===== config.mk =====
export PLATFORM = sky130hd
export DESIGN_NAME = fcs_microseq
export DESIGN_NICKNAME = d
export VERILOG_FILES = /design/src/rtl/fcs_pkg.sv /design/src/rtl/fcs_prog_mem.sv /design/src/rtl/fcs_counters.sv /design/src/rtl/fcs_cond.sv /design/src/rtl/fcs_microseq.sv
export SDC_FILE = /design/constraint.sdc
export NUM_CORES = 1
export LEC_CHECK = 0
export ABC_AREA = 1
export BUFFER_PORTS_ARGS = -buffer_cell sky130_fd_sc_hd__buf_4
export CAP_MARGIN = 20
export CORE_MARGIN = 4
export CORE_UTILIZATION = 60
export DETAILED_ROUTE_END_ITERATION = 8
export GPL_ROUTABILITY_DRIVEN = 0
export HOLD_SLACK_MARGIN = 0.03
export PLACE_DENSITY = 0.77
export SETUP_SLACK_MARGIN = 0.2
export SLEW_MARGIN = 40
export SYNTH_ARGS = -nofsm -noshare
export SYNTH_HDL_FRONTEND = slang
export SYNTH_HIERARCHICAL = 1
export SYNTH_SLANG_ARGS = --single-unit

===== constraint.sdc =====
create_clock -name clk -period 7.1 [get_ports clk]
set_input_delay 1.42 -clock clk [delete_from_list [all_inputs] [get_ports clk]]
set_output_delay 1.42 -clock clk [all_outputs]
set_load 0.05 [all_outputs]

===== src/rtl/fcs_pkg.sv =====
// Shared definitions for the filter compute microsequencer.
// Assumes a fixed 21-bit instruction word; field positions are decoded by
// the sequencer and by the filter engine, so they are kept here.
package fcs_pkg;
    localparam int INSTR_W   = 21;
    localparam int LOOP_IMM_W = 12;   // bits 20:9
    localparam int TYPE_W    = 6;     // bits 14:9
    localparam int STEPS_W   = 3;     // bits 17:15
    localparam int CC_W      = 3;

    typedef enum logic [1:0] {
        KIND_WAIT = 2'd0,
        KIND_FIR  = 2'd1,
        KIND_JUMP = 2'd2
    } kind_e;

    typedef enum logic [2:0] {
        CC_WC_BELOW = 3'd0,
        CC_WC_ATLEAST = 3'd1,
        CC_LOOP_NZ  = 3'd2,
        CC_LOOP_Z   = 3'd3,
        CC_RS_TAB   = 3'd4,
        CC_RS_CARRY = 3'd5,
        CC_EVENT    = 3'd6,
        CC_ALWAYS   = 3'd7
    } cond_e;

    // register indices in the upper half of the host address space
    localparam logic [4:0] REG_WAIT  = 5'd0;
    localparam logic [4:0] REG_THR   = 5'd1;
    localparam logic [4:0] REG_DEC0  = 5'd2;
    localparam logic [4:0] REG_DEC1  = 5'd3;
    localparam logic [4:0] REG_CTRL  = 5'd4;
endpackage


===== src/rtl/fcs_prog_mem.sv =====
// Program store: DEPTH words of W bits, one host write port and one
// combinational read port addressed by the program counter.
// Assumes writes and reads may hit the same word; the read sees the old word.
module fcs_prog_mem #(
    parameter int DEPTH = 32,
    parameter int W     = 21,
    localparam int AW   = $clog2(DEPTH)
) (
    input  logic          clk,
    input  logic          rst_n,
    input  logic          wr_en,
    input  logic [AW-1:0] wr_addr,
    input  logic [W-1:0]  wr_data,
    input  logic [AW-1:0] rd_addr,
    output logic [W-1:0]  rd_data
);
    logic [W-1:0] words [DEPTH];

    // Store host writes; reset clears every step to zero.
    always_ff @(posedge clk) begin
        if (!rst_n) begin
            for (int i = 0; i < DEPTH; i++) words[i] <= '0;
        end else if (wr_en) begin
            words[wr_addr] <= wr_data;
        end
    end

    // Present the step selected by the program counter.
    always_comb rd_data = words[rd_addr];
endmodule


===== src/rtl/fcs_counters.sv =====
// Wait counter and loop counter.
// The wait counter is host-loadable and decremented by a chosen amount,
// saturating at zero; a host load wins. The loop counter is loaded from an
// instruction immediate or decremented, saturating at zero; a load wins.
module fcs_counters #(
    parameter int WCNT_W = 16,
    parameter int LOOP_W = 12
) (
    input  logic              clk,
    input  logic              rst_n,
    input  logic              wset_en,
    input  logic [WCNT_W-1:0] wset_val,
    input  logic              wdec_en,
    input  logic [WCNT_W-1:0] wdec_amt,
    input  logic              lload_en,
    input  logic [LOOP_W-1:0] lload_val,
    input  logic              ldec_en,
    output logic [WCNT_W-1:0] wcnt,
    output logic [LOOP_W-1:0] lcnt
);
    // Update the wait counter: host load first, then saturating decrement.
    always_ff @(posedge clk) begin
        if (!rst_n)       wcnt <= '0;
        else if (wset_en) wcnt <= wset_val;
        else if (wdec_en) wcnt <= (wcnt > wdec_amt) ? wcnt - wdec_amt : '0;
    end

    // Update the loop counter: immediate load first, then saturating decrement.
    always_ff @(posedge clk) begin
        if (!rst_n)                      lcnt <= '0;
        else if (lload_en)               lcnt <= lload_val;
        else if (ldec_en && lcnt != '0)  lcnt <= lcnt - LOOP_W'(1);
    end

    // a decrement larger than the count leaves zero
    assert_wait_floor_R8: assert property (@(posedge clk) disable iff (!rst_n)
        (wdec_en && !wset_en && wcnt <= wdec_amt) |=> wcnt == '0);

    // host load overrides a same-cycle decrement
    assert_host_wins_R12: assert property (@(posedge clk) disable iff (!rst_n)
        (wset_en && wdec_en) |=> wcnt == $past(wset_val));

    // immediate load takes priority over decrement
    assert_loop_load_R9: assert property (@(posedge clk) disable iff (!rst_n)
        lload_en |=> lcnt == $past(lload_val));
endmodule


===== src/rtl/fcs_cond.sv =====
// Condition evaluator: picks one of eight tests by condition code.
// Assumes all inputs are synchronous to the sequencer clock.
module fcs_cond
    import fcs_pkg::*;
#(
    parameter int WCNT_W = 16,
    parameter int LOOP_W = 12
) (
    input  logic [CC_W-1:0]   cc,
    input  logic [WCNT_W-1:0] wcnt,
    input  logic [WCNT_W-1:0] thr,
    input  logic [LOOP_W-1:0] lcnt,
    input  logic              rs_tab,
    input  logic              rs_carry,
    input  logic              sync_in,
    input  logic              sync_en,
    input  logic              host_flag,
    output logic              hit
);
    // Select the test named by the condition code.
    always_comb begin
        unique case (cond_e'(cc))
            CC_WC_BELOW:   hit = (wcnt < thr);
            CC_WC_ATLEAST: hit = (wcnt >= thr);
            CC_LOOP_NZ:    hit = (lcnt != '0);
            CC_LOOP_Z:     hit = (lcnt == '0);
            CC_RS_TAB:     hit = rs_tab;
            CC_RS_CARRY:   hit = rs_carry;
            CC_EVENT:      hit = sync_en ? sync_in : host_flag;
            default:       hit = 1'b1;
        endcase
    end
endmodule


===== src/rtl/fcs_microseq.sv =====
// Filter compute microsequencer top.
// Fetches one instruction per cycle, decodes WAIT/FIR/JUMP, drives the
// counters and the filter-engine strobes. Assumes the program depth is a
// power of two so the program counter wraps naturally; a started filter is
// treated as busy for the cycle its fe_start is high.
module fcs_microseq
    import fcs_pkg::*;
#(
    parameter int PROG_DEPTH = 32,
    parameter int WCNT_W     = 16,
    localparam int PC_W      = $clog2(PROG_DEPTH),
    localparam int HADDR_W   = PC_W + 1
) (
    input  logic               clk,
    input  logic               rst_n,
    input  logic               host_we,
    input  logic [HADDR_W-1:0] host_addr,
    input  logic [INSTR_W-1:0] host_wdata,
    input  logic               fe_idle,
    input  logic               fe_out_valid,
    input  logic               rs_carry,
    input  logic               rs_carry_tab,
    input  logic               sync_in,
    output logic               fe_start,
    output logic [TYPE_W-1:0]  fe_type,
    output logic [STEPS_W-1:0] fe_steps,
    output logic               rot_en,
    output logic [1:0]         rot_phase,
    output logic               rs_incr,
    output logic [PC_W-1:0]    pc,
    output logic [WCNT_W-1:0]  wait_cnt,
    output logic [LOOP_IMM_W-1:0] loop_cnt
);
    logic [PC_W-1:0]    pc_q;
    logic [INSTR_W-1:0] instr;
    logic [WCNT_W-1:0]  thr_q, dec0_q, dec1_q;
    logic               run_q, sync_en_q, host_flag_q, rs_on_out_q;
    logic               mem_we, reg_we;
    logic [PC_W-1:0]    reg_idx;
    kind_e              kind;
    logic               hit, want_start, engine_ready, fir_go, start_now;
    logic [PC_W-1:0]    pc_next;
    logic [1:0]         phase_q;
    logic               rs_armed_q;

    // Split host writes between program store and registers.
    always_comb begin
        mem_we  = host_we && !host_addr[PC_W];
        reg_we  = host_we &&  host_addr[PC_W];
        reg_idx = host_addr[PC_W-1:0];
    end

    // Hold the threshold, decrement amounts and control bits.
    always_ff @(posedge clk) begin
        if (!rst_n) begin
            thr_q <= '0; dec0_q <= '0; dec1_q <= '0;
            run_q <= 1'b0; sync_en_q <= 1'b0; host_flag_q <= 1'b0; rs_on_out_q <= 1'b0;
        end else if (reg_we) begin
            if (reg_idx == PC_W'(REG_THR))  thr_q  <= host_wdata[WCNT_W-1:0];
            if (reg_idx == PC_W'(REG_DEC0)) dec0_q <= host_wdata[WCNT_W-1:0];
            if (reg_idx == PC_W'(REG_DEC1)) dec1_q <= host_wdata[WCNT_W-1:0];
            if (reg_idx == PC_W'(REG_CTRL)) begin
                run_q       <= host_wdata[0];
                sync_en_q   <= host_wdata[1];
                host_flag_q <= host_wdata[2];
                rs_on_out_q <= host_wdata[3];
            end
        end
    end

    fcs_prog_mem #(.DEPTH(PROG_DEPTH), .W(INSTR_W)) u_mem (
        .clk(clk), .rst_n(rst_n),
        .wr_en(mem_we), .wr_addr(host_addr[PC_W-1:0]), .wr_data(host_wdata),
        .rd_addr(pc_q), .rd_data(instr)
    );

    // Decode the instruction kind from bits 8:7.
    always_comb begin
        if (instr[8])      kind = KIND_JUMP;
        else if (instr[7]) kind = KIND_FIR;
        else               kind = KIND_WAIT;
    end

    fcs_cond #(.WCNT_W(WCNT_W), .LOOP_W(LOOP_IMM_W)) u_cond (
        .cc(instr[2:0]), .wcnt(wait_cnt), .thr(thr_q), .lcnt(loop_cnt),
        .rs_tab(rs_carry_tab), .rs_carry(rs_carry), .sync_in(sync_in),
        .sync_en(sync_en_q), .host_flag(host_flag_q), .hit(hit)
    );

    // Decide whether a FIR executes this cycle and whether it starts a filter.
    always_comb begin
        want_start   = (kind == KIND_FIR) && instr[6];
        engine_ready = fe_idle && !fe_start;
        fir_go       = run_q && (kind == KIND_FIR) && (!instr[6] || engine_ready);
        start_now    = fir_go && instr[6];
    end

    // Choose the next program step.
    always_comb begin
        pc_next = pc_q;
        if (!run_q) begin
            pc_next = '0;
        end else begin
            unique case (kind)
                KIND_JUMP: pc_next = hit ? instr[7:3] : pc_q + PC_W'(1);
                KIND_WAIT: pc_next = hit ? pc_q + PC_W'(1) : pc_q;
                default:   pc_next = fir_go ? pc_q + PC_W'(1) : pc_q;
            endcase
        end
    end

    // Register the program counter.
    always_ff @(posedge clk) begin
        if (!rst_n) pc_q <= '0;
        else        pc_q <= pc_next;
    end

    fcs_counters #(.WCNT_W(WCNT_W), .LOOP_W(LOOP_IMM_W)) u_cnt (
        .clk(clk), .rst_n(rst_n),
        .wset_en(reg_we && reg_idx == PC_W'(REG_WAIT)),
        .wset_val(host_wdata[WCNT_W-1:0]),
        .wdec_en(fir_go && instr[3]),
        .wdec_amt(instr[4] ? dec1_q : dec0_q),
        .lload_en(fir_go && instr[2]),
        .lload_val(instr[20:9]),
        .ldec_en(fir_go && instr[1]),
        .wcnt(wait_cnt), .lcnt(loop_cnt)
    );

    // Drive the start strobe and its parameter fields.
    always_ff @(posedge clk) begin
        if (!rst_n) begin
            fe_start <= 1'b0; fe_type <= '0; fe_steps <= '0;
        end else begin
            fe_start <= start_now;
            if (start_now) begin
                fe_type  <= instr[14:9];
                fe_steps <= instr[17:15];
            end
        end
    end

    // Drive the rotator enable and step its phase once per rotated start.
    always_ff @(posedge clk) begin
        if (!rst_n) begin
            rot_en <= 1'b0; rot_phase <= '0; phase_q <= '0;
        end else begin
            rot_en <= start_now && instr[0];
            if (start_now && instr[0]) begin
                rot_phase <= phase_q;
                phase_q   <= phase_q + 2'd1;
            end
        end
    end

    // Drive the resampler increment on start or on each filter output.
    always_ff @(posedge clk) begin
        if (!rst_n) begin
            rs_incr <= 1'b0; rs_armed_q <= 1'b0;
        end else begin
            if (start_now) rs_armed_q <= instr[5];
            rs_incr <= rs_on_out_q ? (rs_armed_q && fe_out_valid)
                                   : (start_now && instr[5]);
        end
    end

    always_comb pc = pc_q;

    // the start strobe never lasts two cycles
    assert_start_single_R7: assert property (@(posedge clk) disable iff (!rst_n)
        fe_start |=> !fe_start);

    // a start follows a cycle in which the engine was idle
    assert_start_idle_R7: assert property (@(posedge clk) disable iff (!rst_n)
        fe_start |-> $past(fe_idle));

    // a WAIT with a false condition holds the step
    assert_wait_hold_R4: assert property (@(posedge clk) disable iff (!rst_n)
        (run_q && kind == KIND_WAIT && !hit) |=> $stable(pc_q));

    // a taken JUMP lands on its destination
    assert_jump_dest_R3: assert property (@(posedge clk) disable iff (!rst_n)
        (run_q && kind == KIND_JUMP && hit) |=> pc_q == $past(instr[7:3]));

    // with run clear the sequencer parks at step 0 and starts nothing
    assert_parked_R12: assert property (@(posedge clk) disable iff (!rst_n)
        !run_q |=> (pc_q == '0 && !fe_start));
endmodule


Word level (Yosys, flattened, before mapping)

Memories as Yosys holds them, arrays and structs flattened. A register that Yosys moved wholly into a read port is not among the register bits.
Index checks and enable logic that the tools add are counted.

Flip-flop bits (word level): 102
Memories kept: 1
Logic and storage cells: 96
Input bits: 35
Output and inout bits: 47
ROM bits: 0
Bits in latches: 0
Memory bits (writable): 672

Memories:

| memory      | depth | bits a word | read ports | clocked after memory_dff | wr ports | line               | text |
|---|---|---|---|---|---|---|---|
| u_mem.words | 32    | 21          | 1          | 1                        | 32       | fcs_prog_mem.sv:17 | `logic [W-1:0] words [DEPTH];` |

Add/subtract/negate cells: 4
$mul: 0
$lt $le $gt $ge: 3
Shifts and indexed selects: 0
Multiplexer cells: 24
Reductions and logical operators: 33
Bitwise gates (word level): 0
Divide/modulo/power cells: 0
Eq/ne operators: 13

Operators with widths:

| operator                                                              | number |
|---|---|
| 16-bit two-way mux                                                    | 4 |
| 5-bit two-way mux                                                     | 6 |
| 12-bit two-way mux                                                    | 2 |
| 21-bit two-way mux                                                    | 1 |
| 21-bit OR reduction                                                   | 1 |
| 16-bit greater-or-equal comparator                                    | 1 |
| 16-bit > comparator                                                   | 1 |
| 16-bit < comparator                                                   | 1 |
| 16-bit subtractor                                                     | 1 |
| 1-bit logical AND                                                     | 14 |
| 12-bit logical NOT                                                    | 1 |
| 2-bit AND reduction                                                   | 6 |
| 12-bit nonzero test                                                   | 1 |
| 12-bit by 1-bit subtractor with 12-bit output, second input constant  | 1 |
| 5-bit by 2-bit equality test with 1-bit output, second input constant | 2 |
| 5-bit case mux with 2 select lines                                    | 1 |
| 3-bit equality test, second input constant                            | 3 |
| 1-bit two-way mux                                                     | 8 |
| 1-bit case mux with 7 select lines                                    | 1 |
| 3-bit by 2-bit equality test with 1-bit output, second input constant | 2 |
| 5-bit by 1-bit adder with 5-bit output, second input constant         | 1 |
| 5-bit by 1-bit equality test with 1-bit output, second input constant | 1 |
| 5-bit by 3-bit equality test with 1-bit output, second input constant | 1 |
| 5-bit logical NOT                                                     | 1 |
| other kinds (12)                                                      | 15 |

Depth between registers and ports, before layout

Depth after elaboration: 9
Mapped depth: 27
Depth with buffers taken out: 23

By module

The synthesis kept the hierarchy.

Modules (own cells, without submodules):

| module       | area each (sq um) | cells an instance | times used | seq. area each (sq um) |
|---|---|---|---|---|
| fcs_prog_mem | 30465.5           | 3174              | 1          | 20179.4 |
| fcs_microseq | 3056.7            | 416               | 1          | 1481.4 |
| fcs_counters | 2585.0            | 413               | 1          | 560.5 |
| fcs_cond     | 578.1             | 104               | 1          | 0.0 |

Worst setup path before layout

OpenSTA, ideal clock, no wires.

Kind: reg-to-reg
From: reg pc[1] (netlist name)
To: reg u_cnt.wcnt[12]
Clock period less this slack: 3.762 ns
Path slack: 3.338 ns
Arrival time: 3.693 ns
Library setup time: 0.069 ns
Required time: 7.031 ns
Cell stages (with the launch flop): 26
Path buffers: 5
Path through: dfxtp_1 > buf_2 > buf_2 > buf_1 > nand3_1 > nand3_1 > nand2_1 > nand2_1 > nand2_1 > nand2_1 > nand2_1 > clkbuf_1 > nand2_1 > o21ai_0 > ha_1 > fa_1 > inv_1 > nand2_1 > nand2_1 > nand3_2 > nand2_2 > nand2_4 > a21oi_4 > buf_8 > nand3_2 > a21oi_2

RTL lines:

| item                   | line               | text |
|---|---|---|
| end signal: assignment | fcs_counters.sv:24 | `else if (wset_en) wcnt <= wset_val;` |
| end signal: assignment | fcs_counters.sv:25 | `else if (wdec_en) wcnt <= (wcnt > wdec_amt) ? wcnt - wdec_amt : '0;` |
| end: declaration       | fcs_counters.sv:18 | `output logic [WCNT_W-1:0] wcnt,` |

==> impl_metrics.tcl <==
set metrics [dict create \
    wl_per_cell_um 21.1 \
    gr-total-overflow 0 \
    syn_area_per_cell_um2 8.93 \
    numCtsBuffers 79 \
    pin_count 82 \
    nets 4085 \
    routed_via_density 5.92 \
    cpMostUsedCell "nand2_1" \
    r2r-start "pc[0]" \
    power_density_mw_per_mm2 243 \
    async_flop_share_pct 0 \
    cpLargestDelayFamily "simple AND/OR/NAND/NOR gates" \
    power_frac_comb_pct 5.3 \
    r2r_cells 18 \
    min_from "dec0_q[2]" \
    multi_input_area_mm2 0.0126 \
    fp.coreArea_mm2 0.0605 \
    initialDrtViolationCount 4236 \
    netSwitchingPower_mw 2.21 \
    synth_fp_nets 4177 \
    maxCapViolCount 0 \
    initial_core_util_pct 60.7 \
    power_mw 9.69 \
    slowest_delay_ns 0.70 \
    fp.dieH_um 255 \
    whs_endpoint "dec0_q[2]" \
    synthFlopType "edfxtp_1" \
    synth_edf_count 672 \
    fin_skew_ns 0.0185 \
    tightest_slew_ns 0.898 \
    cts-resized-gates 0 \
    yosysUniqueCellTypes 47 \
    fmax_mhz 202 \
    die_x_um 255 \
    wirelength_um 103000 \
    syn_inst 4107 \
    h-tree-depth 3 \
    postCtsSetupBuffers 0 \
    ff_latch_area_mm2 0.0222 \
    vdd_drop_max_uv 191 \
    relSlewSlack_pct 39.9 \
    cp-start-kind "flip-flop" \
    hold_viol 0 \
    clockBufferDepth 3 \
    postCtsHoldBufs 0 \
    intPower_mw 7.48 \
    arrival_ns 5.48 \
    p_seq_share_pct 53.7 \
    clkPwrFrac_pct 41.0 \
    antenna_left 0 \
    clk_pin_slew_worst_paths_ns 0.06 \
    grt.total_usage_pct 30.9 \
    synth_top_area_share_pct 55.0 \
    synth_area_leaders "edfxtp_1 (55%), nand2_1 (12%), nor2_1 (8.0%)" \
    antenna_found_initial 1 \
    critPathKind "flip-flop to flip-flop" \
    rows 90 \
    r2r_setup_slack_ns 2.16 \
    drc 0 \
    grt_max_degree 204 \
    yosysTopAreaCell "edfxtp_1" \
    cp_slowest_cell "buf_4" \
    p_leak_nw 16.1 \
    grt_pass1_wl_um 153000 \
    syn2layout_area_growth_pct 8.74 \
    syn_area_mm2 0.0367 \
    crit_fanout 72 \
    clock-sinks 774 \
    setup_viol 0 \
    ys_warn_count 6 \
    die-area_mm2 0.0652 \
    cp_num_buf_inv 3 \
    rsz0062_at_grt "false" \
    final.min_clock_period_ns 4.94 \
    hold_path.class "flip-flop to flip-flop" \
    cts_tree "yes" \
    status "complete, no violations" \
    firstDrtPassIters 6 \
    critPathRequiredTime_ns 7.64 \
    final_max_slew_viol_count 0 \
    worstReg2RegEnd "u_cnt/lcnt[3]" \
    root_buffer "clkbuf_16" \
    grt_pass1_vias 26500 \
    whs_path_depth 2 \
    end_kind "flip-flop" \
    fin_crit_sh_pct 69.6 \
    setup_tns_ns 0 \
    insertion_delay_ns 0.64 \
    cp_cell_sequence "buf_4, buf_4, nand2_1, nand3_1, nand3_1, nand2_1, nand2_1, nand2_1, nand2_1, nand2_1, nand2_1, nor2_1, nand2_1, nor2_1, clkinv_1, nand2_1, nand2_1, a21oi_1" \
    fillCellCount 4759 \
    portBuffers 81 \
    synth_seq_area_share_pct 60.6 \
    synth-seq-cells 774 \
    sw_frac_of_total_pct 22.8 \
    diodes 0 \
    place_hpwl_um 61100 \
    num_vias 28800 \
    drive_gt1_share_pct 8.38 \
]
==> cell families after synthesis <==
logic type                 after synthesis  share of synthesized area [%]
and+or+nand+nor                       2628                           29.6
DFF                                    774                           60.6
buffers and inverters                  473                           5.49
AOI/OAI and AO/OA                      181                           2.72
adders and majority gates               35                           1.21
xor gates and xnor gates                15                          0.358
muxes                                    1                         0.0273
==> state kept, by name, indices dropped and copies added (netlist names) <==
register,count
fe_type,6
fe_start,1
rot_en,1
rs_on_out_q,1
phase_q,2
rs_armed_q,1
dec0_q,16
rs_incr,1
pc,5
sync_en_q,1
host_flag_q,1
u_mem/words,672
u_cnt/wcnt,16
run_q,1
u_cnt/lcnt,12
thr_q,16
dec1_q,16
fe_steps,3
rot_phase,2
==> cells in the mapped netlist (2+ instances only) <==
library cell  count
a21oi_1          77
a21oi_2           8
a22oi_1          16
and2_1            4
buf_1            15
buf_2           164
buf_4             4
clkbuf_1        117
clkinv_1          2
dfxtp_1         102
edfxtp_1        672
ha_1             34
inv_1           162
inv_2             6
nand2_1        1204
nand2_2          11
nand2_4           2
nand3_1         566
nand3_2           7
nand3b_1          4
nand4_1          12
nor2_1          785
nor2_2            3
nor2_4            3
nor3_1           15
nor3_4            4
o21ai_0          67
o21ai_1           7
or2_1             3
xnor2_1           6
xor2_1            9
==> cells in the final DEF (no fill, tap or decap), types with 7 or more instances in the layout <==
cell / instances
nand2_1: 1166
nor2_1: 785
edfxtp_1: 672
nand3_1: 566
inv_1: 156
buf_4: 126
dfxtp_1: 98
clkbuf_16: 81
a21oi_1: 77
o21ai_0: 67
nand2_2: 49
ha_1: 34
clkinv_1: 25
clkinv_2: 17
a22oi_1: 16
nor3_1: 12
nand4_1: 12
clkbuf_1: 10
xor2_1: 9
a21oi_2: 8
nand3_2: 7
o21ai_1: 7
==> how the worst max path moves through the flow <==
stage	startpoint	to	slack [ns]	cells past startpoint
global placement	host_addr[5]	u_mem/words[14][6]	2.23	6
global route	pc[0]	u_cnt/lcnt[1]	1.60	18
CTS	pc[0]	u_cnt/lcnt[3]	2.30	18
floorplan	pc[1]	u_cnt/wcnt[12]	3.34	25
finish	pc[0]	u_cnt/lcnt[3]	2.16	18
detailed placement	pc[0]	u_cnt/lcnt[1]	2.32	18
==> cell type report <==
cell class              count  share of cell area (%)
clock buffers              96                    5.29
clock inverters            49                   0.831
inverters                 171                    1.67
multi-input cells        2860                    31.5
flip-flops and latches    774                    55.7
well taps                 782                    2.45
repair buffers            129                    2.54
==> layer usage <==
layer	share of wire, %	up-vias	GRT usage [%]
met5	0.013	-	0
met4	4.3	2	12.1
met3	12	251	6.19
met2	45	1615	47.4
met1	39	13600	43.9
li1	-	13300	-
==> power groups by stage <==
stage,sequential [mW],combinational (mW),clock (mW)
5_1_grt,5.21,0.553,4.17
3_3_place_gp,5.29,0.487,0
2_1_floorplan,5.28,0.298,0
4_1_cts,5.20,0.502,4.00
6_report,5.20,0.517,3.97
3_5_place_dp,5.29,0.499,0
==> worst register-to-register path: cells and delay by family, from the launching register on <==
family	cells	cell delay, ns
flip-flops	1	0.54
AND/OR/NAND/NOR	14	2.18
AO/OA/AOI/OAI	1	0.19
buffers and inverters	3	1.94
==> stage by stage <==
step	hold WS, ns	cells	setup WS [ns]	utilization [%]	instance area, um2
floorplan	0.424	4107	3.34	-	36700
global placement	0.435	4715	2.23	61.7	37300
detailed placement	0.444	4715	2.32	61.8	37400
finish	0.451	4861	2.16	66.0	39900
CTS	0.452	4860	2.30	65.8	39800
global route	0.474	4861	1.60	66.0	39900
No activity file was read; power rests on OpenSTA's default activity.
